==> config.mk <==
export PLATFORM = sky130hd
export DESIGN_NAME = key_candidate_seq
export DESIGN_NICKNAME = d
export VERILOG_FILES = /design/src/rtl/kcs_pkg.sv /design/src/rtl/kcs_tracker.sv /design/src/rtl/kcs_pick.sv /design/src/rtl/key_candidate_seq.sv
export SDC_FILE = /design/constraint.sdc
export NUM_CORES = 1
export LEC_CHECK = 0
export BUFFER_PORTS_ARGS = -buffer_cell sky130_fd_sc_hd__buf_2
export CAP_MARGIN = 40
export CELL_PAD_IN_SITES_DETAIL_PLACEMENT = 2
export CELL_PAD_IN_SITES_GLOBAL_PLACEMENT = 2
export CORE_AREA = 2 2 239 241
export CTS_CLUSTER_DIAMETER = 30
export DETAILED_ROUTE_END_ITERATION = 10
export DIE_AREA = 0 0 241 243
export GPL_TIMING_DRIVEN = 0
export PLACE_DENSITY = 0.7
export SETUP_SLACK_MARGIN = 0.1
export SLEW_MARGIN = 20
export SYNTH_ARGS = -nofsm -noshare
export SYNTH_HDL_FRONTEND = slang
export SYNTH_SLANG_ARGS = --single-unit
==> constraint.sdc <==
create_clock -name clk -period 8.7 [get_ports clk]
set_input_delay 0.87 -clock clk [delete_from_list [all_inputs] [get_ports clk]]
set_output_delay 0.87 -clock clk [all_outputs]
set_load 0.03 [all_outputs]
==> src/rtl/kcs_pkg.sv <==
package kcs_pkg;
   typedef enum logic [2:0] {
      ST_IDLE,
      ST_GAP,
      ST_RUN,
      ST_DONE,
      ST_FAIL
   } kcs_state_e;
endpackage

==> src/rtl/kcs_tracker.sv <==
module kcs_tracker #(
   parameter int KEY_W  = 128,
   parameter int M_CAND = 8
) (
   input  logic             clk,
   input  logic             rst_n,
   input  logic             clear,
   input  logic             take,
   input  logic [KEY_W-1:0] data,
   output logic             drop,
   output logic             last
);
   localparam int PW = (M_CAND > 2) ? $clog2(M_CAND) : 1;
   localparam logic [PW-1:0] LAST_POS = PW'(M_CAND - 1);

   logic [KEY_W-1:0] prev_q;
   logic [PW-1:0]    pos_q;

   // first candidate of a round only records the baseline
   assign drop = take && (pos_q != '0) && (data < prev_q);
   assign last = take && (pos_q == LAST_POS);

   always_ff @(posedge clk or negedge rst_n) begin
      if (!rst_n) begin
         prev_q <= '0;
         pos_q  <= '0;
      end else if (clear) begin
         pos_q  <= '0;
      end else if (take) begin
         prev_q <= data;
         if (pos_q != LAST_POS) pos_q <= pos_q + 1'b1;
      end
   end

   p_pos_bound_r5: assert property (@(posedge clk) disable iff (!rst_n)
      pos_q <= LAST_POS);
   p_clear_r2: assert property (@(posedge clk) disable iff (!rst_n)
      clear |=> pos_q == '0);
endmodule

==> src/rtl/kcs_pick.sv <==
module kcs_pick #(
   parameter int N_CORES = 4,
   parameter int IDX_W   = 2
) (
   input  logic [N_CORES-1:0] iso_mask,
   input  logic               omit_en,
   input  logic [IDX_W-1:0]   omit_idx,
   output logic               found,
   output logic [IDX_W-1:0]   next_idx
);
   logic [N_CORES-1:0] ok;

   for (genvar g = 0; g < N_CORES; g++) begin : g_ok
      assign ok[g] = !iso_mask[g] && (!omit_en || (IDX_W'(g) > omit_idx));
   end

   always_comb begin
      found    = 1'b0;
      next_idx = '0;
      for (int i = N_CORES - 1; i >= 0; i--) begin
         if (ok[i]) begin
            found    = 1'b1;
            next_idx = IDX_W'(i);
         end
      end
   end

   always_comb begin
      if (found) begin
         a_pick_free_r7: assert (!iso_mask[next_idx]);
      end
   end
endmodule

==> src/rtl/key_candidate_seq.sv <==
module key_candidate_seq
   import kcs_pkg::*;
#(
   parameter int KEY_W   = 128,
   parameter int M_CAND  = 8,
   parameter int N_CORES = 4,
   localparam int IDX_W  = (N_CORES > 2) ? $clog2(N_CORES) : 1
) (
   input  logic               clk,
   input  logic               rst_n,
   input  logic               start,
   input  logic               cand_valid,
   input  logic [KEY_W-1:0]   cand_data,
   output logic               cand_ready,
   output logic               omit_en,
   output logic [IDX_W-1:0]   omit_idx,
   output logic               key_valid,
   output logic [KEY_W-1:0]   key_out,
   output logic               seq_err,
   output logic [N_CORES-1:0] iso_mask
);
   if (M_CAND < 2) begin : g_bad_m
      $error("M_CAND must be at least 2");
   end
   if (N_CORES < 2) begin : g_bad_n
      $error("N_CORES must be at least 2");
   end
   if (KEY_W < 1) begin : g_bad_w
      $error("KEY_W must be positive");
   end

   kcs_state_e         state_q;
   logic               omit_en_q;
   logic [IDX_W-1:0]   omit_idx_q;
   logic [KEY_W-1:0]   key_q;
   logic [N_CORES-1:0] iso_q;
   logic               take, drop, last, found;
   logic [IDX_W-1:0]   next_idx;

   assign take = cand_valid && (state_q == ST_RUN);

   kcs_tracker #(.KEY_W(KEY_W), .M_CAND(M_CAND)) u_trk (
      .clk   (clk),
      .rst_n (rst_n),
      .clear (state_q == ST_GAP),
      .take  (take),
      .data  (cand_data),
      .drop  (drop),
      .last  (last)
   );

   kcs_pick #(.N_CORES(N_CORES), .IDX_W(IDX_W)) u_pick (
      .iso_mask (iso_q),
      .omit_en  (omit_en_q),
      .omit_idx (omit_idx_q),
      .found    (found),
      .next_idx (next_idx)
   );

   always_ff @(posedge clk or negedge rst_n) begin
      if (!rst_n) begin
         state_q    <= ST_IDLE;
         omit_en_q  <= 1'b0;
         omit_idx_q <= '0;
         key_q      <= '0;
         iso_q      <= '0;
      end else if (start) begin
         state_q    <= ST_GAP;
         omit_en_q  <= 1'b0;
         omit_idx_q <= '0;
         key_q      <= '0;
      end else begin
         case (state_q)
            ST_GAP: state_q <= ST_RUN;
            ST_RUN: begin
               if (drop) begin
                  key_q   <= cand_data;
                  state_q <= ST_DONE;
                  if (omit_en_q) iso_q[omit_idx_q] <= 1'b1;
               end else if (last) begin
                  if (found) begin
                     omit_en_q  <= 1'b1;
                     omit_idx_q <= next_idx;
                     state_q    <= ST_GAP;
                  end else begin
                     state_q <= ST_FAIL;
                  end
               end
            end
            default: state_q <= state_q;
         endcase
      end
   end

   assign cand_ready = (state_q == ST_RUN);
   assign omit_en    = omit_en_q;
   assign omit_idx   = omit_idx_q;
   assign key_valid  = (state_q == ST_DONE);
   assign key_out    = (state_q == ST_DONE) ? key_q : '0;
   assign seq_err    = (state_q == ST_FAIL);
   assign iso_mask   = iso_q;

   p_key_dark_r4: assert property (@(posedge clk) disable iff (!rst_n)
      !key_valid |-> key_out == '0);
   p_excl_r8: assert property (@(posedge clk) disable iff (!rst_n)
      !(key_valid && seq_err));
   p_mask_grow_r6: assert property (@(posedge clk) disable iff (!rst_n)
      1'b1 |=> (iso_mask & $past(iso_mask)) == $past(iso_mask));
   p_mask_one_r6: assert property (@(posedge clk) disable iff (!rst_n)
      1'b1 |=> $countones(iso_mask ^ $past(iso_mask)) <= 1);
   p_omit_free_r7: assert property (@(posedge clk) disable iff (!rst_n)
      (cand_ready && omit_en) |-> !iso_mask[omit_idx]);
   p_stop_r3: assert property (@(posedge clk) disable iff (!rst_n)
      (cand_valid && cand_ready && drop && !start)
         |=> (key_valid && !cand_ready && key_out == $past(cand_data)));
endmodule

# After elaboration in Yosys (flattened, before gate mapping)

Index checks and enable logic that the tools add are counted.

Bits in registers: 269
Input port bits: 132
Output and inout port bits: 138
Word-level logic and storage cells: 90

Add/subtract/negate cells: 1
Magnitude comparators: 7
Equality and inequality tests: 8
Muxes and demuxes: 32
Bitwise gates (word level): 3
Reduce and logical (&&, ||, !) cells: 32

Operators with widths:

| cell                                                   | count |
|---|---|
| two-way mux 128 bit                                    | 4 |
| < comparator 128 bit                                   | 1 |
| two-way mux 3 bit                                      | 7 |
| two-way mux 2 bit                                      | 9 |
| nonzero test 2 bit                                     | 6 |
| two-way mux 1 bit                                      | 10 |
| logical AND 1 bit                                      | 9 |
| AND reduction 2 bit                                    | 4 |
| AND reduction 4 bit                                    | 2 |
| equality test 3 x 2 -> 1 bit (second input constant)   | 2 |
| equality test 3 bit (second input constant)            | 2 |
| one-hot mux 3 bit (2 select lines)                     | 1 |
| nonzero test 3 bit                                     | 2 |
| zero test 1 bit                                        | 5 |
| > comparator 1 x 2 -> 1 bit (first input constant)     | 2 |
| > comparator 2 bit (first input constant)              | 2 |
| logical OR 1 bit                                       | 4 |
| inequality test 4 x 2 -> 1 bit (second input constant) | 1 |
| bitwise OR 4 bit                                       | 1 |
| adder 3 x 1 -> 3 bit (second input constant)           | 1 |
| equality test 3 x 1 -> 1 bit (second input constant)   | 1 |
| < comparator 2 x 3 -> 1 bit (second input constant)    | 1 |
| inequality test 3 bit (second input constant)          | 1 |
| demux 1 bit (select 2 bit)                             | 1 |
| 3 further kinds                                        | 4 |

# Longest topological paths before layout

Gate-level depths: netlist of run 1.

Depth in word-level cells: 12
Mapped depth: 12
Mapped depth without buffers: 10

# By module

A second synthesis of run 1 with hierarchy kept.

Cell total of the unflattened synthesis: 1368
Area, all modules: 13822.0 um^2

Modules (own cells, without submodules):

| module            | instances | cells each | area an instance (um^2) | seq. area each (um^2) |
|---|---|---|---|---|
| kcs_tracker       | 1         | 879        | 7805.0                  | 3278.1 |
| key_candidate_seq | 1         | 472        | 5923.2                  | 3453.3 |
| kcs_pick          | 1         | 17         | 93.8                    | 0.0 |

# Least setup slack after synthesis of run 1

Ideal clock, no wire load.

Path kind: input-to-reg
Start: input port cand_data[33]
End: register key_q[19]
Setup time: 121 ps
Data arrival time: 3244 ps
Required time: 8579 ps
Path slack: 5335 ps
Cell stages on the path: 11
Path buffers: 2
Cell sequence: ha_1 > a21o_1 > a221o_1 > a221o_1 > a221o_1 > a41oi_2 > o221ai_2 > o21a_1 > buf_6 > buf_4 > a22o_1

Longest elaborated chain between the ends: 4

Ends and longest elaborated chain:

| item                                 | RTL line                | text |
|---|---|---|
| start: declaration                   | key_candidate_seq.sv:13 | `input logic [KEY_W-1:0] cand_data,` |
| < comparator 128 bit                 | kcs_tracker.sv:20       | `assign drop = take && (pos_q != '0) && (data < prev_q);` |
| logical AND 1 bit                    | kcs_tracker.sv:20       |  |
| nonzero test 2 bit (no source line)  | -                       |  |
| AND reduction 2 bit (no source line) | -                       |  |
| end signal: assignment               | key_candidate_seq.sv:77 | `key_q <= cand_data;` |
| end: declaration                     | key_candidate_seq.sv:35 | `logic [KEY_W-1:0] key_q;` |

Every way passes these cells.
A chain may end at the register's enable or synchronous reset.

# Worst setup path after layout of run 1

Start: input port cand_data[107]
End: register key_q[85]

The elaborated chain is that of the path after synthesis.

==> results of run 1 <==
==> layout make-up <==
cell class / count / area, sq um / share of cell area, %
Inverter: 141 / 529 / 2.75
Tap cell: 756 / 946 / 4.92
Antenna cell: 1 / 2.50 / 0.0130
Timing Repair Buffer: 274 / 1460 / 7.62
Clock buffer: 119 / 2530 / 13.2
Multi-Input combinational cell: 894 / 6190 / 32.2
Clock inverter: 37 / 428 / 2.23
Buffer: 74 / 397 / 2.06
Sequential cell: 269 / 6730 / 35.0
==> synthesized netlist by cell type, drive strengths merged (2+ instances only) <==
master,instances
a2111oi,2
a211oi,9
a21o,4
a21oi,38
a221o,5
a221oi,2
a22o,128
a31oi,3
a41o,4
and2,129
and4,6
buf,32
clkbuf,42
dfrtp,269
ha,130
inv,141
mux2i,2
nand2,164
nand2b,3
nand3,9
nand4,17
nor2,25
nor3,12
nor3b,3
nor4,5
o211ai,8
o21a,9
o21ai,149
o221ai,4
o31a,3
o31ai,3
or2,2
==> worst reg2reg max path, cell delays in order (launching register included) <==
cell	delay (ns)
dfrtp_1	0.34
inv_1	0.07
ha_1	0.29
nand4_1	0.15
nor4_2	0.45
nand4_1	0.28
nor3_1	0.62
nand4_1	0.20
o221ai_2	0.50
nor2_4	0.21
buf_4	0.28
buf_4	0.22
a22o_1	0.25
==> power groups by stage <==
stage               Combinational (W)  Clock (W)  Sequential (W)
detailed placement           0.000860          0         0.00152
CTS                          0.000887    0.00320         0.00151
global placement             0.000795          0         0.00151
floorplan                    0.000545          0         0.00150
global route                  0.00101    0.00327         0.00152
finish                       0.000862    0.00314         0.00150
==> stage by stage <==
step	worst slack, ns	area [sq um]	cells	total power [W]	hold slack (ns)
floorplan	5.33	13800	1378	0.00204	0.458
finish	4.71	19200	2565	0.00550	0.157
global placement	1.18	16100	2402	0.00230	0.474
global route	4.18	19200	2564	0.00581	0.146
CTS	4.45	19200	2564	0.00559	0.126
detailed placement	3.88	16300	2408	0.00238	0.473
==> registers in the layout (all words and copies together), names as in the netlist <==
signal and flops:
omit_en 1, u_trk.pos_q 3, state_q 3, key_q 128
omit_idx 2, iso_mask 4, u_trk.prev_q 128
==> per-layer routing <==
metal / vias to the layer above / global-route usage [%] / routed length, um
met3: 83 / 3.76 / 2490
met1: 6095 / 21.5 / 21900
met2: 309 / 30.0 / 24800
met5: - / 0 / 0
met4: 0 / 6.15 / 1210
li1: 5558 / - / -
==> worst min path at each step <==
stage	endpoint	slack, ns	depth (start not counted)
finish	key_q[126]	0.16	1
global route	key_q[126]	0.15	1
CTS	key_q[126]	0.13	1
detailed placement	key_q[88]	0.47	1
global placement	key_q[107]	0.47	1
floorplan	key_q[0]	0.46	1
==> layout by cell type (no fill, tap or decap), types with 11 or more instances in the layout <==
cell type and n:
ha_1 130, and2_1 129, nand2_1 164, buf_6 11, clkbuf_8 19, clkinv_2 17, a21oi_1 38, inv_1 141
o21ai_0 149, dfrtp_1 269, nand4_1 17, clkbuf_16 89, buf_2 277, nor3_1 12, nor2_1 24, clkbuf_1 52
a22o_1 128
==> cell families (layout without fill, tap and decap cells) <==
family / Yosys count / after routing
xor+xnor: 1 / 1
other cells: 0 / 1
mux: 3 / 3
fa+ha+maj: 130 / 130
buf+inv: 215 / 645
compound gates: 381 / 381
flops: 269 / 269
simple gates: 379 / 379
==> results.txt, run 1 <==
Status = finished clean
Number of cells on the worst reg-to-reg path = 12
Drt first pass iters = 4
Synthesis-to-layout area growth = 38.8%
Synth Warn # = 0
WL final = 50.4 mm
Part of the cycle the worst path needs = 45.8%
Wire length of the first global-routing pass = 79.3 mm
R2r startpoint = u_trk.prev_q[108]
Std-Cell Rows = 87
Capturing element type of the critical path = flip-flop
Global-route usage over all layers = 17.5%
Netlist area before placement = 0.0138 sq mm
Drt drc = 0
Data arrival time of the worst path = 4.45 ns
Initial Util = 24.7%
Crit. Startpoint = cand_data[107]
Count of distinct cell types in the synthesized netlist = 54
Worst min-delay path category = primary input to async pin
Number of hold violations in the final report = 0
Initial drt markers = 354
Critical-path cell list = buf_2, ha_1, nand4_1, nor4_2, nand4_1, nor3_1, nand4_1, o221ai_2, nor2_4, buf_4, buf_4, a22o_1
Switching Fraction = 27.2%
Clock sink total = 269
Slew Limit Fails = 0
Post-DR vias/cell = 4.70
Number of buffers and inverters on the critical path = 3
Routed wirelength normalized by instance count = 19.7 um
Fraction of synthesized cell area in xor and xnor cells = 0.0633%
Critical path depth = 12
Setup TNS = 0 ns
Top FF cell, synth = dfrtp_1
Per-instance average area after synthesis = 10.0 sq um
Post-synthesis async set-or-reset flop share = 100%
Worst skew pair latency = 0.60 ns
Share of cells above drive strength 1 = 25.2%
Largest delay contributor family on the critical path = simple AND/OR/NAND/NOR gates
Synth Net Count = 1640
Achievable clock frequency = 0.251 GHz
RD Place Congestion = 0.762
Largest clock skew in the final design = 0.0228 ns
Maximum fanout count along the critical path = 10
Critical Path Max Stage Delay = 0.62 ns
Final-report setup violation count = 0
Maximum level of the CTS H-tree = 3
Pin count of the biggest net entering global routing = 84
Max rail drop VDD = 0.000136 V
Max-cap check violation count = 0
Post-synthesis mux area share = 0.226%
Most Frequent Cell on Critical Path = nand4_1
Post-synthesis cell type with the largest combined area = dfrtp_1
Net count reported at finish = 2003
Portion of total power attributed to the clock network = 57.0%
Count of flip-flops with a built-in enable after synthesis = 0
Register bit total from synthesis = 269
Register-to-register path setup slack = 4.72 ns
Synthesized netlist cell count = 1378
Ports placed on the boundary = 270
Slowest stage cell on the critical path = nor3_1
Bufs on Longest Clock Path = 3
Crit path time final = 3.99 ns
Simple-gate portion of the synthesized area = 13.8%
Sequential fraction of design power = 27.3%
Core region area = 0.0560 sq mm
Hold-fix buffer count after cts = 0
Top cell type's share of synthesized area = 48.6%
Final design utilization = 34.3%
Critical path startpoint category = primary input
Overflow after GRT = 0
TritonCTS clock tree = done
Adder and majority gate portion of the synthesized area = 11.7%
Filler cell count = 6162
Worst Setup EP = key_q[85]
Relative contribution of combinational cells to total power = 15.7%
Setup repair after global routing missed its margin = no
P_sw = 0.00150 W
P_int = 0.00400 W
Crit Reg-Reg Endpoint = key_q[85]
Input/output buffers = 268
Pin slew with the least headroom to its limit = 0.678 ns
Top cells by area, synth = dfrtp_1 (49%), ha_1 (12%), a22o_1 (8.1%)
Post-cts gate resize count = 0
DP Wirelength = 36.2 mm
Data required time of the critical path = 9.17 ns
Clock-pin slew reported for the worst setup and hold paths after clock tree synthesis = 0.04 ns
Sequential area share after synthesis = 48.6%
Clock buffer count from CTS = 87
Area fraction in compound gates after synthesis = 18.9%
Post-route ant nets = 0
Cell leakage power = 9.61 nW
Width of the die = 241 um
Number of global-route vias before repair = 14000
CTS Root Cell = clkbuf_16
Antenna violations before repair = 5
Die ar. = 0.0586 sq mm
Setup CP Type = primary input to flip-flop
Number of setup buffers added after CTS = 0
Vert. Die Dim = 243 um
Worst slew margin = 54.8%
Via count of the routed design = 12000
Power density over cell area = 286 mW/mm^2
Main combinational cell family by area after synthesis = compound AO/OA/AOI/OAI gates
(Power assumes the default switching activity.)
==> inputs of run 2 (changes only) <==
==> constraint.sdc (replaced) <==
create_clock -name clk -period 3.9 [get_ports clk]
set_input_delay 0.39 -clock clk [delete_from_list [all_inputs] [get_ports clk]]
set_output_delay 0.39 -clock clk [all_outputs]
set_load 0.03 [all_outputs]
==> run 2 against run 1 <==
Via count about the same. Sequential power up 120%. Non-clock buffer count up 4. Cell area up 0.38%. Worst hold slack worse by 0.11 ns. Clock power up 120%. Clock-buffer cell count unchanged. Cell count up 0.16%. Global-route usage about the same. Sequential share of layout area down 0.13 points. Utilization up 0.13 points. Combinational power up 120%. Largest power group unchanged. Highest routed layer unchanged.
==> results.txt, run 2 (same netlist as run 1, synthesis figures left out) <==
Maximum fanout count along the critical path = 10
Via count of the routed design = 12000
Total design power = 0.0123 W
Share of cells above drive strength 1 = 25.4%
Post-DR vias/cell = 4.69
Number of cells on the worst reg-to-reg path = 13
Critical Path Max Stage Delay = 0.45 ns
Clock sink total = 269
WHS Endpoint = u_trk.prev_q[101]
Drt first pass iters = 4
Critical path startpoint category = flip-flop
Achievable clock frequency = 0.287 GHz
Power density over cell area = 636 mW/mm^2
Input/output buffers = 268
Vert. Die Dim = 243 um
Register-to-register path setup slack = 0.41 ns
WL final = 50.5 mm
Max-cap check violation count = 0
Routed wirelength normalized by instance count = 19.6 um
Core region area = 0.0560 sq mm
Crit Reg-Reg Endpoint = key_q[21]
Crit path time final = 3.49 ns
CTS Root Cell = clkbuf_16
Worst Hold Depth = 3
Number of global-route vias before repair = 14000
Largest clock skew in the final design = 0.0232 ns
Tightest hold margin = 0.0497 ns
Antenna violations before repair = 5
Worst Min Path Start = cand_data[101]
Final std cell area, no fill = 0.0193 sq mm
Data arrival time of the worst path = 4.00 ns
Net count reported at finish = 2007
Pin slew with the least headroom to its limit = 0.677 ns
Wire length of the first global-routing pass = 79.4 mm
P_sw = 0.00334 W
Clock-pin slew reported for the worst setup and hold paths after clock tree synthesis = 0.04 ns
Cell leakage power = 9.64 nW
Setup repair after global routing missed its margin = no
R2r startpoint = u_trk.prev_q[15]
Number of hold violations in the final report = 0
Most frequent cells in the layout = buf_2 (277), dfrtp_1 (269), nand2_1 (164)
Portion of total power attributed to the clock network = 57.0%
RD Place Congestion = 0.762
Capturing element type of the critical path = flip-flop
Global-route usage over all layers = 17.5%
Sequential fraction of design power = 27.3%
Width of the die = 241 um
Maximum level of the CTS H-tree = 3
Worst min-delay path category = primary input to flip-flop
Dpl cell area = 0.0163 sq mm
Drt drc = 0
Initial drt markers = 359
Most frequent standard cell in the layout excluding fill and tap cells = buf_2
Bufs on Longest Clock Path = 3
TritonCTS clock tree = done
P_int = 0.00893 W
Ports placed on the boundary = 270
Max rail drop VDD = 0.000301 V
Status = finished clean
Relative contribution of combinational cells to total power = 15.7%
Clock buffer count from CTS = 87
Worst skew pair latency = 0.60 ns
Switching Fraction = 27.2%
Critical-path cell list = inv_1, ha_1, and4_1, nand4_1, a2111oi_1, buf_1, a2111o_1, a41oi_2, o221ai_4, o21a_1, buf_6, buf_4, a22o_1
Die ar. = 0.0586 sq mm
Pin count of the biggest net entering global routing = 84
Synthesis-to-layout area growth = 39.3%
Worst slew margin = 54.9%
Std-Cell Rows = 87
Slowest stage cell on the critical path = a2111oi_1
Post-route ant nets = 0
Slew Limit Fails = 0
Final-report setup violation count = 0
Part of the cycle the worst path needs = 89.4%
Setup CP Type = flip-flop to flip-flop
Overflow after GRT = 0
Data required time of the critical path = 4.42 ns
DP Wirelength = 36.2 mm
Initial Util = 24.7%
run 2: cell count changes in the layout (fill, tap and decap cells not counted), sizes merged:
cell / delta
dlygate4sd3: +1
buf: +3
run 2: through the flow:
step | setup slack (ns) | std cells | setup TNS [ns] | utilization [%]
floorplan | 1.01 | 1378 | 0 | -
global placement | -3.14 | 2402 | -871.12 | 28.8
detailed placement | -0.439 | 2408 | -43.44 | 29.1
CTS | 0.115 | 2566 | 0 | 34.4
global route | 0.124 | 2568 | 0 | 34.5
finish | 0.414 | 2569 | 0 | 34.5
run 2: layout make-up:
| cell class | instances | area [sq um] |
|---|---|---|
| inverter | 141 | 529 |
| tap | 756 | 946 |
| sequential | 269 | 6730 |
| multi-input combinational | 894 | 6220 |
| fill | 6156 | 36700 |
| buffer | 74 | 397 |
| clock buffer | 119 | 2530 |
| antenna | 1 | 2.50 |
| clock inverter | 37 | 428 |
| timing repair buffer | 278 | 1510 |
run 2: worst max path at each step:
stage                      startpoint         to  slack [ns]  cells after the start
finish               u_trk.prev_q[15]  key_q[21]        0.41                     13
global placement                rst_n  key_q[33]       -3.14                      1
CTS                 u_trk.prev_q[108]  key_q[21]        0.12                     12
detailed placement     cand_data[107]  key_q[94]       -0.44                     12
global route        u_trk.prev_q[108]  key_q[21]        0.12                     13
floorplan               cand_data[33]  key_q[19]        1.01                     11
run 2: timing repair:
item / in CTS / in global routing
pin swaps: 1 / 2
resized for setup: 4 / 1
hold buffers: 1 / 0
cloned: 0 / 0
setup endpoints to repair: 135 / 121
buffers inserted: 1 / 2
hold endpoints to repair: 30 / 0
run 2: power groups by stage:
stage                     registers (W)  logic [W]  clock network [W]
after global placement          0.00337    0.00177                  0
after detailed placement        0.00338    0.00192                  0
after global routing            0.00340    0.00226            0.00730
final                           0.00335    0.00193            0.00700
after floorplan                 0.00334    0.00122                  0
after CTS                       0.00336    0.00199            0.00714
run 2: layer usage:
metal | wire (um) | vias to the layer above | track usage (%)
met1 | 22100 | 6099 | 21.6
met2 | 24800 | 302 | 30.0
li1 | - | 5566 | -
met3 | 2390 | 80 | 3.65
met5 | 0 | - | 0
met4 | 1180 | 0 | 6.15
run 2: worst max-delay path, delay by kind of cell (launching register included):
family,cells,cell delay [ns]
AO/OA/AOI/OAI,6,1.59
adder cells (fa/ha/maj),1,0.29
buffers and inverters,4,0.77
AND/OR/NAND/NOR,2,0.42
flip-flops,1,0.31
